$ cat config.mk
export PLATFORM = sky130hd
export DESIGN_NAME = alu_exec_stage
export DESIGN_NICKNAME = d
export VERILOG_FILES = /design/src/rtl/alu_exec_pkg.sv /design/src/rtl/alu_decode.sv /design/src/rtl/alu_datapath.sv /design/src/rtl/alu_flags.sv /design/src/rtl/alu_exec_stage.sv
export SDC_FILE = /design/constraint.sdc
export NUM_CORES = 1
export LEC_CHECK = 0
export BUFFER_PORTS_ARGS = -buffer_cell sky130_fd_sc_hd__buf_2
export CELL_PAD_IN_SITES_DETAIL_PLACEMENT = 0
export CELL_PAD_IN_SITES_GLOBAL_PLACEMENT = 2
export CORE_AREA = 2 2 98 72
export DETAILED_ROUTE_END_ITERATION = 8
export DIE_AREA = 0 0 100 74
export PLACE_DENSITY = 0.84
export SKIP_LAST_GASP = 1
export SLEW_MARGIN = 20
export SYNTH_ARGS = -nofsm -noshare
export SYNTH_HDL_FRONTEND = slang
export SYNTH_SLANG_ARGS = --single-unit
$ cat constraint.sdc
create_clock -name clk -period 2.2 [get_ports clk]
set_input_delay 0.22 -clock clk [delete_from_list [all_inputs] [get_ports clk]]
set_output_delay 0.22 -clock clk [all_outputs]
set_load 0.05 [all_outputs]
$ cat src/rtl/alu_exec_pkg.sv
package alu_exec_pkg;

  localparam int OP_W = 5;

  typedef enum logic [2:0] {
    K_NONE,
    K_LOGIC,
    K_ADC,
    K_INC,
    K_DEC,
    K_ROR
  } op_kind_e;

  typedef enum logic [1:0] {
    LG_OR,
    LG_AND,
    LG_XOR
  } logic_sel_e;

  typedef struct packed {
    op_kind_e   kind;
    logic_sel_e lsel;
  } alu_ctrl_t;

endpackage

$ cat src/rtl/alu_decode.sv
module alu_decode
  import alu_exec_pkg::*;
(
  input  logic [OP_W-1:0] op,
  output alu_ctrl_t       ctrl
);

  logic [1:0] grp;
  logic [1:0] sel;
  logic       arith;

  assign grp   = op[4:3];
  assign sel   = op[1:0];
  assign arith = ~op[2];

  always_comb begin
    ctrl.kind = K_NONE;
    ctrl.lsel = LG_OR;
    if (arith) begin
      unique case (grp)
        2'b01, 2'b11: begin
          unique case (sel)
            2'b00:   begin ctrl.kind = K_LOGIC; ctrl.lsel = LG_OR;  end
            2'b01:   begin ctrl.kind = K_LOGIC; ctrl.lsel = LG_AND; end
            2'b10:   begin ctrl.kind = K_LOGIC; ctrl.lsel = LG_XOR; end
            default: ctrl.kind = K_ADC;
          endcase
        end
        2'b10: begin
          unique case (sel)
            2'b00:   ctrl.kind = K_INC;
            2'b01:   ctrl.kind = K_DEC;
            2'b11:   ctrl.kind = K_ROR;
            default: ctrl.kind = K_NONE;
          endcase
        end
        default: ctrl.kind = K_NONE;
      endcase
    end
  end

endmodule

$ cat src/rtl/alu_datapath.sv
module alu_datapath
  import alu_exec_pkg::*;
#(
  parameter int DW = 8
) (
  input  alu_ctrl_t       ctrl,
  input  logic [DW-1:0]   acc,
  input  logic [DW-1:0]   opnd,
  input  logic            cin,
  output logic [DW-1:0]   res,
  output logic            cout
);

  localparam logic [DW:0] ONE_X = (DW+1)'(1);

  logic [DW-1:0] lres;
  logic [DW:0]   adc_w;
  logic [DW:0]   inc_w;
  logic [DW:0]   dec_w;

  for (genvar i = 0; i < DW; i++) begin : g_lbit
    assign lres[i] = (ctrl.lsel == LG_OR)  ? (acc[i] | opnd[i]) :
                     (ctrl.lsel == LG_AND) ? (acc[i] & opnd[i]) :
                                             (acc[i] ^ opnd[i]);
  end

  assign adc_w = {1'b0, acc} + {1'b0, opnd} + {{DW{1'b0}}, cin};
  assign inc_w = {1'b0, opnd} + ONE_X;
  assign dec_w = {1'b0, opnd} - ONE_X;

  always_comb begin
    res  = '0;
    cout = 1'b0;
    unique case (ctrl.kind)
      K_LOGIC: res = lres;
      K_ADC:   begin res = adc_w[DW-1:0]; cout = adc_w[DW]; end
      K_INC:   begin res = inc_w[DW-1:0]; cout = inc_w[DW]; end
      K_DEC:   begin res = dec_w[DW-1:0]; cout = dec_w[DW]; end
      K_ROR:   begin res = {cin, opnd[DW-1:1]}; cout = opnd[0]; end
      default: ;
    endcase
  end

endmodule

$ cat src/rtl/alu_flags.sv
module alu_flags
  import alu_exec_pkg::*;
#(
  parameter int DW = 8
) (
  input  alu_ctrl_t     ctrl,
  input  logic [DW-1:0] res,
  input  logic          cout,
  output logic          z_new,
  output logic          c_new,
  output logic          we_acc,
  output logic          we_mem,
  output logic          we_z,
  output logic          we_c
);

  always_comb begin
    we_acc = (ctrl.kind == K_LOGIC) || (ctrl.kind == K_ADC);
    we_mem = (ctrl.kind == K_INC) || (ctrl.kind == K_DEC) || (ctrl.kind == K_ROR);
    we_z   = we_acc || we_mem;
    we_c   = (ctrl.kind == K_ADC) || we_mem;
    z_new  = we_z && (res == '0);
    c_new  = we_c && cout;
  end

endmodule

$ cat src/rtl/alu_exec_stage.sv
module alu_exec_stage
  import alu_exec_pkg::*;
#(
  parameter int DW = 8
) (
  input  logic            clk,
  input  logic            rst_n,
  input  logic            in_valid,
  output logic            in_ready,
  input  logic [OP_W-1:0] in_op,
  input  logic [DW-1:0]   in_acc,
  input  logic [DW-1:0]   in_opnd,
  input  logic            in_carry,
  output logic            out_valid,
  input  logic            out_ready,
  output logic [DW-1:0]   out_result,
  output logic            out_z,
  output logic            out_c,
  output logic            out_we_acc,
  output logic            out_we_mem,
  output logic            out_we_z,
  output logic            out_we_c
);

  alu_ctrl_t     ctrl;
  logic [DW-1:0] res_d;
  logic          cout_d;
  logic          z_d, c_d, wa_d, wm_d, wz_d, wc_d;
  logic          take;

  alu_decode u_dec (
    .op   (in_op),
    .ctrl (ctrl)
  );

  alu_datapath #(.DW(DW)) u_dp (
    .ctrl (ctrl),
    .acc  (in_acc),
    .opnd (in_opnd),
    .cin  (in_carry),
    .res  (res_d),
    .cout (cout_d)
  );

  alu_flags #(.DW(DW)) u_flg (
    .ctrl   (ctrl),
    .res    (res_d),
    .cout   (cout_d),
    .z_new  (z_d),
    .c_new  (c_d),
    .we_acc (wa_d),
    .we_mem (wm_d),
    .we_z   (wz_d),
    .we_c   (wc_d)
  );

  assign in_ready = !out_valid || out_ready;
  assign take     = in_valid && in_ready;

  always_ff @(posedge clk or negedge rst_n) begin
    if (!rst_n) begin
      out_valid  <= 1'b0;
      out_result <= '0;
      out_z      <= 1'b0;
      out_c      <= 1'b0;
      out_we_acc <= 1'b0;
      out_we_mem <= 1'b0;
      out_we_z   <= 1'b0;
      out_we_c   <= 1'b0;
    end else begin
      if (in_ready) out_valid <= in_valid;
      if (take) begin
        out_result <= res_d;
        out_z      <= z_d;
        out_c      <= c_d;
        out_we_acc <= wa_d;
        out_we_mem <= wm_d;
        out_we_z   <= wz_d;
        out_we_c   <= wc_d;
      end
    end
  end

endmodule

After elaboration in Yosys (flattened, before gate mapping):

Cells that the tools add are included.
Widths: inputs -> output; s select.

* reduce and logical (&&, ||, !) cells: 15
* mux-type cells: 24
* $add $sub $neg: 4
* equality and inequality tests: 12
* bitwise operators: 24

Operator list (count)
* $pmux 8 s5: 1
* $mux 1: 16
* $add 8x1->9 const B: 1
* $add 8x8->9: 1
* $add 9x1->9: 1
* $pmux 3 s3: 1
* $sub 8x1->9 const B: 1
* $and 1x1->1: 8
* $eq 2x2->1 const B: 4
* $logic_not 8->1: 1
* $or 1x1->1: 8
* $xor 1x1->1: 8
* $eq 2x1->1 const B: 3
* $eq 3x2->1 const B: 2
* $eq 3x3->1 const B: 2
* $logic_or 1x1->1: 6
* $pmux 3 s2: 1
* $mux 5: 1
* $logic_not 2->1: 2
* $mux 2: 2
* $pmux 1 s4: 1
* $pmux 2 s2: 1
* $eq 3x1->1 const B: 1
* $logic_and 1x1->1: 3
* 3 further kinds: 3

* bits in registers: 15
* output and inout bits: 16
* word-level logic and storage cells: 87

Longest topological paths before layout:

* depth after elaboration: 11
* depth in mapped cells: 10

Hierarchy:

Synthesis repeated with hierarchy kept, for this count alone.

* cell total of the unflattened synthesis: 257
* area total of the unflattened synthesis: 2204.6 um^2

Modules (own cells, without submodules)
* alu_datapath: area each 1330.0 um^2, cells an instance 193, seq. area each 0.0 um^2, instances 1
* alu_exec_stage: area each 623.1 um^2, cells an instance 33, seq. area each 375.4 um^2, instances 1
* alu_decode: area each 156.4 um^2, cells an instance 18, seq. area each 0.0 um^2, instances 1
* alu_flags: area each 95.1 um^2, cells an instance 13, seq. area each 0.0 um^2, instances 1

Worst setup path before layout:

No wires, ideal clock.

* path type: input to register
* start point: input port in_acc[0]
* end point: register out_z
* stages: 9
* slack: -0.310 ns
* path buffers: 0
* data arrival time: 2.445 ns
* setup time: 0.066 ns
* path through: fa_1 -> fa_1 -> a211oi_1 -> o21ai_0 -> a21oi_1 -> xnor2_1 -> a221o_1 -> nor4_2 -> a31o_1

* longest elaborated chain between the ends: 6
* elaborated cells between the ends (all ways): 10
* those cells by class: add/sub (2); mux (3); bitwise (3); reduce/logical (2)

RTL lines
* from (decl): RTL line alu_exec_stage.sv:11 `input logic [DW-1:0] in_acc,`
* parallel branches: the longest is 3 deep, another holds $add 8x8->9
* $pmux 8 s5 *: RTL line alu_datapath.sv:34 `unique case (ctrl.kind)`
* $logic_not 8->1 *: RTL line alu_flags.sv:22 `z_new = we_z && (res == '0);`
* $logic_and 1x1->1 *: RTL line alu_flags.sv:22
* to (signal assigned): RTL line alu_exec_stage.sv:74 `out_z <= z_d;`
* to (decl): RTL line alu_exec_stage.sv:17 `output logic out_z,`

Every way passes the cells marked *.
A chain may end at the register's enable or synchronous reset.

Worst setup path in the final report:

* start point: input port in_op[0]
* end point: register out_z

* longest elaborated chain between the ends: 10
* elaborated cells between the ends (all ways): 41
* those cells by class: eq/ne (9); mux (23); reduce/logical (9)

RTL lines
* from (decl): RTL line alu_exec_stage.sv:10 `input logic [OP_W-1:0] in_op,`
* $eq 2x2->1 (tied with other cells): RTL line alu_decode.sv:22 `unique case (sel)`
* $pmux 2 s2 / $reduce_or 3->1 (equally long branches)
* $mux 2, on equally long branches: RTL line alu_decode.sv:20, alu_decode.sv:22
* $mux 5 *: RTL line alu_decode.sv:19 `if (arith) begin`
* $eq 2x1->1 / $mux 5 (equally long branches): RTL line alu_datapath.sv:23, alu_decode.sv:19
* $mux 1 (tied with other cells): RTL line alu_datapath.sv:23 `(ctrl.lsel == LG_AND) ? (acc[i] & opnd[i]) :`
* $mux 1 / $logic_or 1x1->1 (equally long branches): RTL line alu_datapath.sv:22, alu_flags.sv:19
* $pmux 8 s5 / $logic_or 1x1->1 (equally long branches): RTL line alu_datapath.sv:34, alu_flags.sv:19
* $logic_not 8->1 / $logic_or 1x1->1 (equally long branches): RTL line alu_flags.sv:22, alu_flags.sv:20
* $logic_and 1x1->1 *: RTL line alu_flags.sv:22

Every way passes the cells marked *; elsewhere a longest branch is shown, timed or not.

==> flow_metrics.env <==
export IMPL_period_minus_slack_ns=2.23
export IMPL_tns_ns=-0.0331
export IMPL_cpMaxStageDelayCell="a221o_1"
export IMPL_clockRootBuffer="clkbuf_8"
export IMPL_async_flop_share=1.00
export IMPL_die_y_um=74
export IMPL_drtIter0Drc=146
export IMPL_ant_nets=0
export IMPL_clkSinkCount=15
export IMPL_die_w_um=100
export IMPL_p_leak_nw=1.46
export IMPL_syn_area_mm2=0.00220
export IMPL_io_buffer_count=41
export IMPL_fmax_mhz=448
export IMPL_routed_via_density=5.29
export IMPL_syn_avg_cell_area_um2=7.86
export IMPL_slew_violations=0
export IMPL_grt_max_degree=16
export IMPL_cp_max_fo=6
export IMPL_rsz0062_at_grt="true"
export IMPL_num_io_pins=42
export IMPL_clkTransAtPathRegs_ns=0.06
export IMPL_cts_buffer_depth=2
export IMPL_cp_cell_sequence="buf_2, inv_1, ha_1, nor4b_4, a221o_1, buf_4, nor4_2, a311oi_2, o311ai_1, nor4_2, a31o_1"
export IMPL_fp_coreArea_mm2=0.00651
export IMPL_drive_gt1_frac=0.350
export IMPL_synth_main_ff_cell="dfrtp_1"
export IMPL_cellPowerDensity_mw_per_mm2=407
export IMPL_synth_warnings=0
export IMPL_path_class="in2reg"
export IMPL_grt_ovfl_total=0
export IMPL_min_period_over_period=1.02
export IMPL_final_cell_area_mm2=0.00303
export IMPL_power_mw=1.23
export IMPL_synth_top_area_frac=0.171
export IMPL_nFillCells=686
export IMPL_synth_fp_nets=333
export IMPL_synth_edff_count=0
export IMPL_failed_checks="setup timing"
export IMPL_ys_top_cells_by_count="33 x nand2_1, 25 x ha_1, 24 x inv_1, 16 x o21ai_0"
export IMPL_grt_util_all_layers=0.201
export IMPL_nNetsFinal=431
export IMPL_drc=0
export IMPL_synthTopCellsByArea="dfrtp_1 17%, ha_1 14%, nand2_1 5.6%"
export IMPL_min_path_type="in2reg"
export IMPL_worstSkewPairLatency_ns=0.25
export IMPL_synth_cell_types=62
export IMPL_grt_antenna_before_repair=0
export IMPL_gp_congestion=0.953
export IMPL_htreeDepth=1
export IMPL_whs_path_depth=2
export IMPL_drtPass1Iterations=4
export IMPL_place_area_mm2=0.00288
export IMPL_yosys_area_top_type="dfrtp_1"
export IMPL_ys_seq_elements=15
export IMPL_place_hpwl_um=6070
export IMPL_setup_viol=1
export IMPL_start_util=0.338
export IMPL_startpoint_type="primary input"
export IMPL_cpMostUsedCell="nor4_2"
export IMPL_pre_cts_ws_ns=-0.367
export IMPL_drv_cap=0
export IMPL_peakVddDrop_uv=167
export IMPL_slowest_delay_ns=0.39
export IMPL_end_kind="register"
export IMPL_setup_ws_ns=-0.0331
export IMPL_cts_buffers=3
export IMPL_finalWirelength_um=7260
export IMPL_synth_seq_area_share=0.171
export IMPL_antenna_cells=0
export IMPL_routedWlPerCell_um=15.8
export IMPL_arrival_ns=2.42
export IMPL_final_setup_skew_ns=0.00193
export IMPL_die_area_mm2=0.00740
export IMPL_grt_pass1_wl_um=11700
export IMPL_required_ns=2.39
export IMPL_tightest_slew_ns=0.486
export IMPL_synth_most_common_cell="nand2_1"
export IMPL_area_growth_pct=37.7
export IMPL_cts_tree="yes"
export IMPL_status="complete, but fails checks"
export IMPL_first_global_vias=2315
export IMPL_worstRegToRegCells=6
export IMPL_core_rowCount=25
export IMPL_slew_headroom=0.671
export IMPL_syn_inst=280
export IMPL_vias=2422
export IMPL_finalHoldViolCount=0
==> flip-flops by register name, summed over array words and instances (netlist names) <==
register and cells:
out_c 1, out_result 8, out_we_z 1, out_valid 1, out_we_c 1, out_we_acc 1, out_we_mem 1, out_z 1
==> what timing repair did <==
item / CTS / global route
pin swaps: 8 / 4
buffers inserted: 3 / 1
resized for setup: 4 / 13
cloned: 0 / 0
setup endpoints to repair: 1 / 7
hold endpoints to repair: 15 / 0
hold buffers: 1 / 0
==> worst paths after layout <==
path / slack [ns] / start / endpoint
min in group asynchronous: 0.41 / rst_n / out_we_c
worst min register to register: 0.47 / out_we_acc / out_we_acc
worst max-delay path: -0.03 / in_op[0] / out_z
worst min-delay path: 0.18 / in_valid / out_valid
worst max register to register: 0.62 / out_valid / out_z
max in group asynchronous: 1.54 / rst_n / out_result[7]
==> cell families after synthesis <==
logic type | Yosys count | share of synthesized area
AND/OR/NAND/NOR | 102 | 0.264
flip-flops | 15 | 0.171
XOR/XNOR | 14 | 0.0557
multiplexers | 1 | 0.00455
buffers and inverters | 38 | 0.0819
AO/OA/AOI/OAI | 83 | 0.263
adder cells (fa/ha/maj) | 27 | 0.160
==> cell usage in the layout, fill, tap and decap left out, types with 3 or more instances in the layout <==
cell type   n
a21oi_1    11
xnor2_1    12
o211ai_1    7
nand2b_1    5
clkbuf_8    3
nor2b_1     7
nor2_1     14
o21ai_1     4
a21o_1      3
and2_1      4
o22ai_1     3
nand3_1     8
o21ai_0    12
nand2_1    33
a211oi_1    3
ha_1       25
buf_2      39
buf_4      64
nor4bb_1    3
nor3_1      5
a31oi_1    12
dfrtp_1    15
inv_1      24
==> critical path, delay by kind of cell <==
| kind | cells | cell delay, ns |
|---|---|---|
| AO/OA/AOI/OAI | 4 | 0.96 |
| adder cells (fa/ha/maj) | 1 | 0.23 |
| buffers and inverters | 3 | 0.33 |
| AND/OR/NAND/NOR | 3 | 0.68 |
==> final cells by class <==
cell class	instances	area (um2)	area share
well taps	81	101	0.0334
repair buffers	106	712	0.235
inverters	25	93.8	0.0310
flip-flops and latches	15	375	0.124
clock buffers	4	45.0	0.0149
multi-input cells	227	1700	0.562
==> per-stage QoR <==
stage,std cells,util,hold WS (ns)
floorplan,280,-,-0.0756
global placement,449,0.443,0.141
detailed placement,449,0.443,0.146
CTS,457,0.458,0.182
global route,458,0.466,0.185
finish,458,0.466,0.184
==> metal layers <==
metal  wire length [um]  up-vias  global-route usage
met5                  0        -                   0
met4                 18        0              0.0213
met3                433        2              0.0310
met2               3090       77               0.318
met1               3720     1138               0.300
li1                   -     1205                   -
==> report_power, final <==
part           internal, mW  leakage (nW)  switching [mW]
Clock                 0.128        0.0228          0.0950
Sequential            0.307         0.194          0.0153
Combinational         0.275          1.24           0.412
Total                 0.711          1.46           0.522
Power figures use the tool's default switching activity.
